File: config.mk
export PLATFORM = sky130hd
export DESIGN_NAME = e1nf_composer
export DESIGN_NICKNAME = d
export VERILOG_FILES = /design/src/rtl/e1nf_pkg.sv /design/src/rtl/e1nf_alarm.sv /design/src/rtl/e1nf_eslot.sv /design/src/rtl/e1nf_sa_sel.sv /design/src/rtl/e1nf_composer.sv
export SDC_FILE = /design/constraint.sdc
export NUM_CORES = 1
export LEC_CHECK = 0
export ABC_AREA = 1
export CAP_MARGIN = 10
export CORE_MARGIN = 3
export CORE_UTILIZATION = 42
export DETAILED_ROUTE_END_ITERATION = 6
export GPL_ROUTABILITY_DRIVEN = 0
export PLACE_DENSITY_LB_ADDON = 0.08
export SETUP_SLACK_MARGIN = 0.4
export SYNTH_ARGS = -nofsm -noshare
export SYNTH_HDL_FRONTEND = slang
export SYNTH_SLANG_ARGS = --single-unit
File: constraint.sdc
create_clock -name clk -period 1.6 [get_ports clk]
set_clock_uncertainty 0.1 [all_clocks]
set_input_delay 0.16 -clock clk [delete_from_list [all_inputs] [get_ports clk]]
set_output_delay 0.16 -clock clk [all_outputs]
set_load 0.05 [all_outputs]
File: src/rtl/e1nf_pkg.sv
package e1nf_pkg;

  localparam int unsigned FRAMES_PER_MF = 16;
  localparam int unsigned FRM_W         = $clog2(FRAMES_PER_MF);
  localparam int unsigned SA_W          = 5;
  localparam int unsigned N_ACOND       = 6;
  localparam int unsigned N_ESLOT       = 2;

  // Alarm condition positions inside the enable / condition vectors
  localparam int unsigned AC_LFA      = 0;
  localparam int unsigned AC_LMFA     = 1;
  localparam int unsigned AC_LSMFA    = 2;
  localparam int unsigned AC_LMFA_TMR = 3;
  localparam int unsigned AC_SA6_8    = 4;
  localparam int unsigned AC_SA6_C    = 5;

  typedef enum logic [1:0] {
    SA_REG   = 2'd0,
    SA_EXT   = 2'd1,
    SA_HDLC  = 2'd2,
    SA_STACK = 2'd3
  } sa_mode_e;

  typedef struct packed {
    logic                a_force;
    logic [N_ACOND-1:0]  a_en;
    logic                e_single;
    logic [N_ESLOT-1:0]  e_static;
    logic                e_auto;
    logic                e_hold;
    logic                e_hold_tmr;
    sa_mode_e            sa_mode;
    logic [SA_W-1:0]     sa_reg;
  } cfg_t;

endpackage

File: src/rtl/e1nf_alarm.sv
module e1nf_alarm
  import e1nf_pkg::*;
(
  input  logic               force_i,
  input  logic [N_ACOND-1:0] en_i,
  input  logic [N_ACOND-1:0] cond_i,
  output logic               a_o
);

  logic [N_ACOND-1:0] armed;

  always_comb begin
    for (int k = 0; k < N_ACOND; k++) begin
      armed[k] = en_i[k] & cond_i[k];
    end
    a_o = force_i | (|armed);
  end

endmodule

File: src/rtl/e1nf_eslot.sv
module e1nf_eslot
  import e1nf_pkg::*;
#(
  parameter int unsigned CNT_W      = 2,
  parameter int unsigned SLOT_FRAME = 13
) (
  input  logic clk,
  input  logic rst_n,
  input  logic frm_start,
  input  logic [FRM_W-1:0] frm_num,
  input  logic single_i,
  input  logic static_i,
  input  logic auto_i,
  input  logic hold_i,
  input  logic shot_i,
  input  logic err_i,
  output logic hit_o,
  output logic e_o
);

  localparam logic [FRM_W-1:0] SLOT_NUM = FRM_W'(SLOT_FRAME);
  localparam logic [CNT_W-1:0] CNT_MAX  = {CNT_W{1'b1}};

  logic             pend_q, pend_d;
  logic [CNT_W-1:0] cnt_q, cnt_d;
  logic             manual_v, auto_v;

  assign hit_o = frm_start && (frm_num == SLOT_NUM);

  // next-state: single-shot request flag
  always_comb begin
    if (!single_i) begin
      pend_d = 1'b0;
    end else begin
      pend_d = (pend_q & ~hit_o) | shot_i;
    end
  end

  // next-state: queued automatic error reports, saturating
  always_comb begin
    cnt_d = cnt_q;
    if (!auto_i) begin
      cnt_d = '0;
    end else begin
      if (hit_o && (cnt_d != '0)) begin
        cnt_d = cnt_d - CNT_W'(1);
      end
      if (err_i && (cnt_d != CNT_MAX)) begin
        cnt_d = cnt_d + CNT_W'(1);
      end
    end
  end

  always_comb begin
    manual_v = single_i ? ~pend_q : static_i;
    auto_v   = ~(auto_i && (cnt_q != '0));
    e_o      = manual_v & auto_v & ~hold_i;
  end

  always_ff @(posedge clk or negedge rst_n) begin
    if (!rst_n) begin
      pend_q <= 1'b0;
      cnt_q  <= '0;
    end else begin
      pend_q <= pend_d;
      cnt_q  <= cnt_d;
    end
  end

endmodule

File: src/rtl/e1nf_sa_sel.sv
module e1nf_sa_sel
  import e1nf_pkg::*;
(
  input  sa_mode_e        mode_i,
  input  logic [SA_W-1:0] reg_i,
  input  logic            ext_i,
  input  logic            hdlc_i,
  input  logic [SA_W-1:0] stack_i,
  output logic [SA_W-1:0] sa_o
);

  always_comb begin
    unique case (mode_i)
      SA_EXT:   sa_o = {reg_i[SA_W-1:1], ext_i};
      SA_HDLC:  sa_o = {reg_i[SA_W-1:1], hdlc_i};
      SA_STACK: sa_o = stack_i;
      default:  sa_o = reg_i;
    endcase
  end

endmodule

File: src/rtl/e1nf_composer.sv
module e1nf_composer
  import e1nf_pkg::*;
#(
  parameter int unsigned E_CNT_W   = 2,
  parameter int unsigned E_FRAME_A = 13,
  parameter int unsigned E_FRAME_B = 15
) (
  input  logic               clk,
  input  logic               rst_n,
  input  logic               frm_start,
  input  logic [FRM_W-1:0]   frm_num,
  input  logic               rx_lfa,
  input  logic               rx_lmfa,
  input  logic               rx_lmfa_timed,
  input  logic               rx_lsmfa,
  input  logic               rx_sa6_8h,
  input  logic               rx_sa6_ch,
  input  logic               rx_smf_err,
  input  logic               rx_smf_id,
  input  logic               cfg_a_force,
  input  logic [N_ACOND-1:0] cfg_a_en,
  input  logic               cfg_e_single,
  input  logic               cfg_e13_val,
  input  logic               cfg_e15_val,
  input  logic               sw_e13_clr,
  input  logic               sw_e15_clr,
  input  logic               cfg_e_auto,
  input  logic               cfg_e_lmfa_hold,
  input  logic               cfg_e_timed_hold,
  input  logic [1:0]         cfg_sa_mode,
  input  logic [SA_W-1:0]    cfg_sa_reg,
  input  logic               ext_dl,
  input  logic               hdlc_dl,
  input  logic [SA_W-1:0]    stack_word,
  output logic               tx_e_bit,
  output logic               tx_a_bit,
  output logic [SA_W-1:0]    tx_sa
);

  localparam cfg_t CFG_RST = '{
    a_force:    1'b0,
    a_en:       '0,
    e_single:   1'b0,
    e_static:   '1,
    e_auto:     1'b0,
    e_hold:     1'b0,
    e_hold_tmr: 1'b0,
    sa_mode:    SA_REG,
    sa_reg:     '1
  };

  // frame events
  logic mf_load, nfas_go;
  assign mf_load = frm_start && (frm_num == '0);
  assign nfas_go = frm_start && frm_num[0];

  // shadow configuration, loaded at the multiframe boundary
  cfg_t cfg_live, cfg_q, cfg_d;

  always_comb begin
    cfg_live.a_force    = cfg_a_force;
    cfg_live.a_en       = cfg_a_en;
    cfg_live.e_single   = cfg_e_single;
    cfg_live.e_static   = {cfg_e15_val, cfg_e13_val};
    cfg_live.e_auto     = cfg_e_auto;
    cfg_live.e_hold     = cfg_e_lmfa_hold;
    cfg_live.e_hold_tmr = cfg_e_timed_hold;
    cfg_live.sa_mode    = sa_mode_e'(cfg_sa_mode);
    cfg_live.sa_reg     = cfg_sa_reg;
    cfg_d = mf_load ? cfg_live : cfg_q;
  end

  always_ff @(posedge clk or negedge rst_n) begin
    if (!rst_n) begin
      cfg_q <= CFG_RST;
    end else begin
      cfg_q <= cfg_d;
    end
  end

  // A bit
  logic [N_ACOND-1:0] cond_v;
  logic               a_val;

  always_comb begin
    cond_v              = '0;
    cond_v[AC_LFA]      = rx_lfa;
    cond_v[AC_LMFA]     = rx_lmfa;
    cond_v[AC_LSMFA]    = rx_lsmfa;
    cond_v[AC_LMFA_TMR] = rx_lmfa_timed;
    cond_v[AC_SA6_8]    = rx_sa6_8h;
    cond_v[AC_SA6_C]    = rx_sa6_ch;
  end

  e1nf_alarm u_alarm (
    .force_i (cfg_q.a_force),
    .en_i    (cfg_q.a_en),
    .cond_i  (cond_v),
    .a_o     (a_val)
  );

  // E bits, one slot per reporting frame
  logic                hold_v;
  logic [N_ESLOT-1:0]  shot_v, slot_hit, slot_e;

  assign hold_v = (cfg_q.e_hold & rx_lmfa) | (cfg_q.e_hold_tmr & rx_lmfa_timed);
  assign shot_v = {sw_e15_clr, sw_e13_clr};

  for (genvar s = 0; s < N_ESLOT; s++) begin : g_eslot
    localparam int unsigned FRAME_S = (s == 0) ? E_FRAME_A : E_FRAME_B;
    logic err_s;
    assign err_s = rx_smf_err && (rx_smf_id == (s != 0));

    e1nf_eslot #(
      .CNT_W      (E_CNT_W),
      .SLOT_FRAME (FRAME_S)
    ) u_slot (
      .clk       (clk),
      .rst_n     (rst_n),
      .frm_start (frm_start),
      .frm_num   (frm_num),
      .single_i  (cfg_q.e_single),
      .static_i  (cfg_q.e_static[s]),
      .auto_i    (cfg_q.e_auto),
      .hold_i    (hold_v),
      .shot_i    (shot_v[s]),
      .err_i     (err_s),
      .hit_o     (slot_hit[s]),
      .e_o       (slot_e[s])
    );
  end

  // Sa bits
  logic [SA_W-1:0] sa_val;

  e1nf_sa_sel u_sa (
    .mode_i  (cfg_q.sa_mode),
    .reg_i   (cfg_q.sa_reg),
    .ext_i   (ext_dl),
    .hdlc_i  (hdlc_dl),
    .stack_i (stack_word),
    .sa_o    (sa_val)
  );

  // output registers
  logic            e_d;
  logic            a_d;
  logic [SA_W-1:0] sa_d;

  always_comb begin
    e_d  = tx_e_bit;
    a_d  = tx_a_bit;
    sa_d = tx_sa;
    if (nfas_go) begin
      e_d = 1'b1;
      for (int s = 0; s < N_ESLOT; s++) begin
        if (slot_hit[s]) begin
          e_d = slot_e[s];
        end
      end
      a_d  = a_val;
      sa_d = sa_val;
    end
  end

  always_ff @(posedge clk or negedge rst_n) begin
    if (!rst_n) begin
      tx_e_bit <= 1'b1;
      tx_a_bit <= 1'b0;
      tx_sa    <= '1;
    end else begin
      tx_e_bit <= e_d;
      tx_a_bit <= a_d;
      tx_sa    <= sa_d;
    end
  end

endmodule

==> run_results.csv <==
group,metric,value,unit
status,outcome,"finished, violations left",
status,violations,"setup timing",
clock_tree,ctsHoldBuffers,0,
power_and_ir_drop,clkPwrFrac,0.280,
floorplanning,die_h,70,um
clock_tree,cts.sinks,33,
clock_tree,cts_tree,"done",
logic_synthesis,ys_warn_count,0,
sta,period_needed,1.81,ns
grt,antenna_found_initial,0,
sta,rsz0062_at_grt,"true",
setup_path,r2r-end,"g_eslot[1].u_slot.cnt_q[1]",
clock_tree,htreeDepth,2,
setup_path,crit_path_end_kind,"flop",
power_and_ir_drop,p_leak,0.00141,uW
drt,drtIter0Drc,93,
logic_synthesis,synthCells,223,
setup_path,startpoint_type,"flop",
logic_synthesis,synth_most_common_cell,"nand2_1",
power_and_ir_drop,switchingPower,898,uW
logic_synthesis,synth_nets,271,
logic_synthesis,syn_area,1720,sq um
sta,final_hold_viol_count,0,
setup_path,cp_cell_sequence,"inv_2, ha_4, inv_4, nand3_4, nand2_2, nand2_2, ha_4, nor2_1, nand2_1, o21ai_1, o21bai_1, inv_1",
setup_path,rr_startpoint,"g_eslot[1].u_slot.cnt_q[0]",
placed_design,io_buffer_count,50,
drt,vias,1837,
drt,wl_per_cell,13.4,um
sta,fmax,0.553,GHz
grt,grt_max_degree,34,
drt,antenna_left,0,
logic_synthesis,avgSynthCellArea,7.71,sq um
sta,slew_headroom,0.793,
floorplanning,rows,22,
floorplanning,die_w,70,um
grt,grt_pass1_vias,1764,
placed_design,dp_slack,-0.434,ns
drt,drc,0,
placed_design,dp_hpwl,3060,um
setup_path,slowest_stage,"dfrtp_1",
logic_synthesis,synth.area.top_cells,"dfrtp_1 (29%), dfstp_2 (20%), nand2_1 (18%), nand3_1 (7.9%), inv_1 (4.6%)",
power_and_ir_drop,combPwrFrac,0.319,
clock_tree,cts_buffers,5,
logic_synthesis,yosys.area.top_type,"dfrtp_1",
grt,gr-total-overflow,0,
clock_tree,cts.clk_slew.worst_paths,0.07,ns
power_and_ir_drop,peakVddDrop,0.000691,V
sta,min_period_over_period,1.13,
clock_tree,clock_path_buffers,2,
power_and_ir_drop,swShare,0.309,
clock_tree,clock_latency,0.28,ns
cells_and_area,drive_gt1_frac,0.358,
logic_synthesis,synthFlopType,"dfrtp_1",
floorplanning,io_pins,51,
logic_synthesis,synth_edf_count,0,
grt,grt_usage,0.195,
power_and_ir_drop,p_total,2910,uW
sta,timing.final.setup_violations,4,
floorplanning,die-area,4900,sq um
power_and_ir_drop,internal-power,2010,uW
setup_path,worstSetupPathType,"reg2reg",
cells_and_area,area_growth,68.6,%
drt,firstDrtPassIters,4,
hold_path,min-delay-path-class,"in2async",
logic_synthesis,synth-async-reset-ratio,1.00,
logic_synthesis,yosysUniqueCellTypes,20,
setup_path,critical_path.max_stage_delay,0.38,ns
cells_and_area,num_antenna_cells,0,
setup_path,worstPathRequired,1.68,ns
sta,worst-slew-pin-transition,0.311,ns
drt,routed_wl,4890,um
grt,grt_first_pass_wirelength,7600,um
power_and_ir_drop,power_frac_seq,0.401,
setup_path,crit_arrival,1.89,ns
flow_run,maxCapViolations,0,
drt,drt-vias-per-instance,5.05,
floorplanning,initial_utilization,0.453,
sta,fin_ws,-0.210,ns
sta,holdWs,0.132,ns
cells_and_area,finalNetCount,363,
logic_synthesis,ys_ff_latch,33,
floorplanning,core-area,3800,sq um
setup_path,regToRegSetupSlack,-0.21,ns
setup_path,reg2reg_depth,12,
power_and_ir_drop,power.density,1000,nW/um^2
logic_synthesis,netlist.area_leader.share,0.291,
logic_synthesis,synth_common_cells,"nand2_1 (84), nand3_1 (27), inv_1 (21), dfrtp_1 (20), nor2_1 (15)",
clock_tree,clockRootBuffer,"clkbuf_8",
sta,maxSlewViolCount,0,
logic_synthesis,ys_seq_area_frac,0.489,
setup_path,path_max_fanout,5,
-- worst max path at each step --
stage	from	to	slack [ns]	depth (start not counted)
finish	g_eslot[1].u_slot.cnt_q[0]	g_eslot[1].u_slot.cnt_q[1]	-0.21	12
detailed placement	frm_start	g_eslot[0].u_slot.cnt_q[1]	-0.43	12
CTS	g_eslot[1].u_slot.cnt_q[0]	g_eslot[1].u_slot.cnt_q[1]	-0.09	12
floorplan	g_eslot[0].u_slot.cnt_q[0]	g_eslot[0].u_slot.cnt_q[1]	-0.001	12
global placement	frm_start	g_eslot[0].u_slot.cnt_q[1]	-0.43	12
global route	g_eslot[1].u_slot.cnt_q[0]	g_eslot[1].u_slot.cnt_q[1]	-0.35	12
-- layout make-up --
cell class              count  area, sq um
clock buffers               7         86.3
flip-flops and latches     33          842
inverters                  22         87.6
clock inverters             1         30.0
repair buffers             91          887
fillers                   277          898
multi-input cells         162          907
well taps                  48         60.1
-- placed cells by master, fill, tap and decap left out, drive strengths merged --
master,n
nand3,29
a21oi,12
o22a,1
nor4,1
clkdlybuf4s50,38
bufinv,1
ha,4
nor2,17
or2,1
clkbuf,9
dfrtp,20
o21bai,2
nand2,85
dfstp,13
inv,22
o21ai,2
clkdlybuf4s15,3
buf,48
nand4,8
-- sequential cells by signal, indices dropped and copies added, names as in the netlist --
name                   count
tx_sa                      5
g_eslot.u_slot.pend_q      2
tx_a_bit                   1
tx_e_bit                   1
g_eslot.u_slot.cnt_q       4
cfg_q                     20
-- layer usage --
layer  wire length, um  track usage  share of wire
met5                 0            0              0
met2              2590        0.339           0.53
met3               255       0.0604          0.052
met1              1960        0.236           0.40
met4                87       0.0426          0.018
-- cells by family (layout without fill, tap and decap cells) --
group / count (synthesis) / in the layout / synth area share
simple gates: 141 / 141 / 0.363
flops: 33 / 33 / 0.489
buf+inv: 28 / 121 / 0.0640
compound gates: 17 / 17 / 0.0545
fa+ha+maj: 4 / 4 / 0.0291
-- repair_timing --
item / 4_1_cts / 5_1_grt
gates cloned: 1 / 0
gates resized for setup: 15 / 35
pin swaps: 17 / 23
setup buffers: 12 / 4
endpoints found under the setup margin: 37 / 36
-- worst max-delay path, delay by kind of cell, from the launching register on --
family | cells | cell delay, ns
DFF | 1 | 0.38
AOI/OAI and AO/OA | 2 | 0.26
and+or+nand+nor | 5 | 0.46
adders and majority gates | 2 | 0.32
buffers and inverters | 3 | 0.18
-- per-stage QoR --
stage / utilization / instance area, sq um / std cells / TNS (ns)
after CTS: 0.731 / 2780 / 360 / -0.308
after floorplan: - / 1760 / 223 / -0.00101
after global placement: 0.671 / 2550 / 339 / -2.96
after global routing: 0.764 / 2900 / 364 / -1.09
final: 0.764 / 2900 / 364 / -0.702
after detailed placement: 0.671 / 2550 / 339 / -3.03
-- power groups by stage --
stage | sequential (uW) | combinational [uW] | clock, uW
6_report | 1170 | 928 | 815
2_1_floorplan | 1260 | 317 | 0
4_1_cts | 1160 | 861 | 836
3_3_place_gp | 1170 | 822 | 0
5_1_grt | 1190 | 1020 | 862
3_5_place_dp | 1170 | 837 | 0
Note: power is estimated with default switching activity, not from simulation.
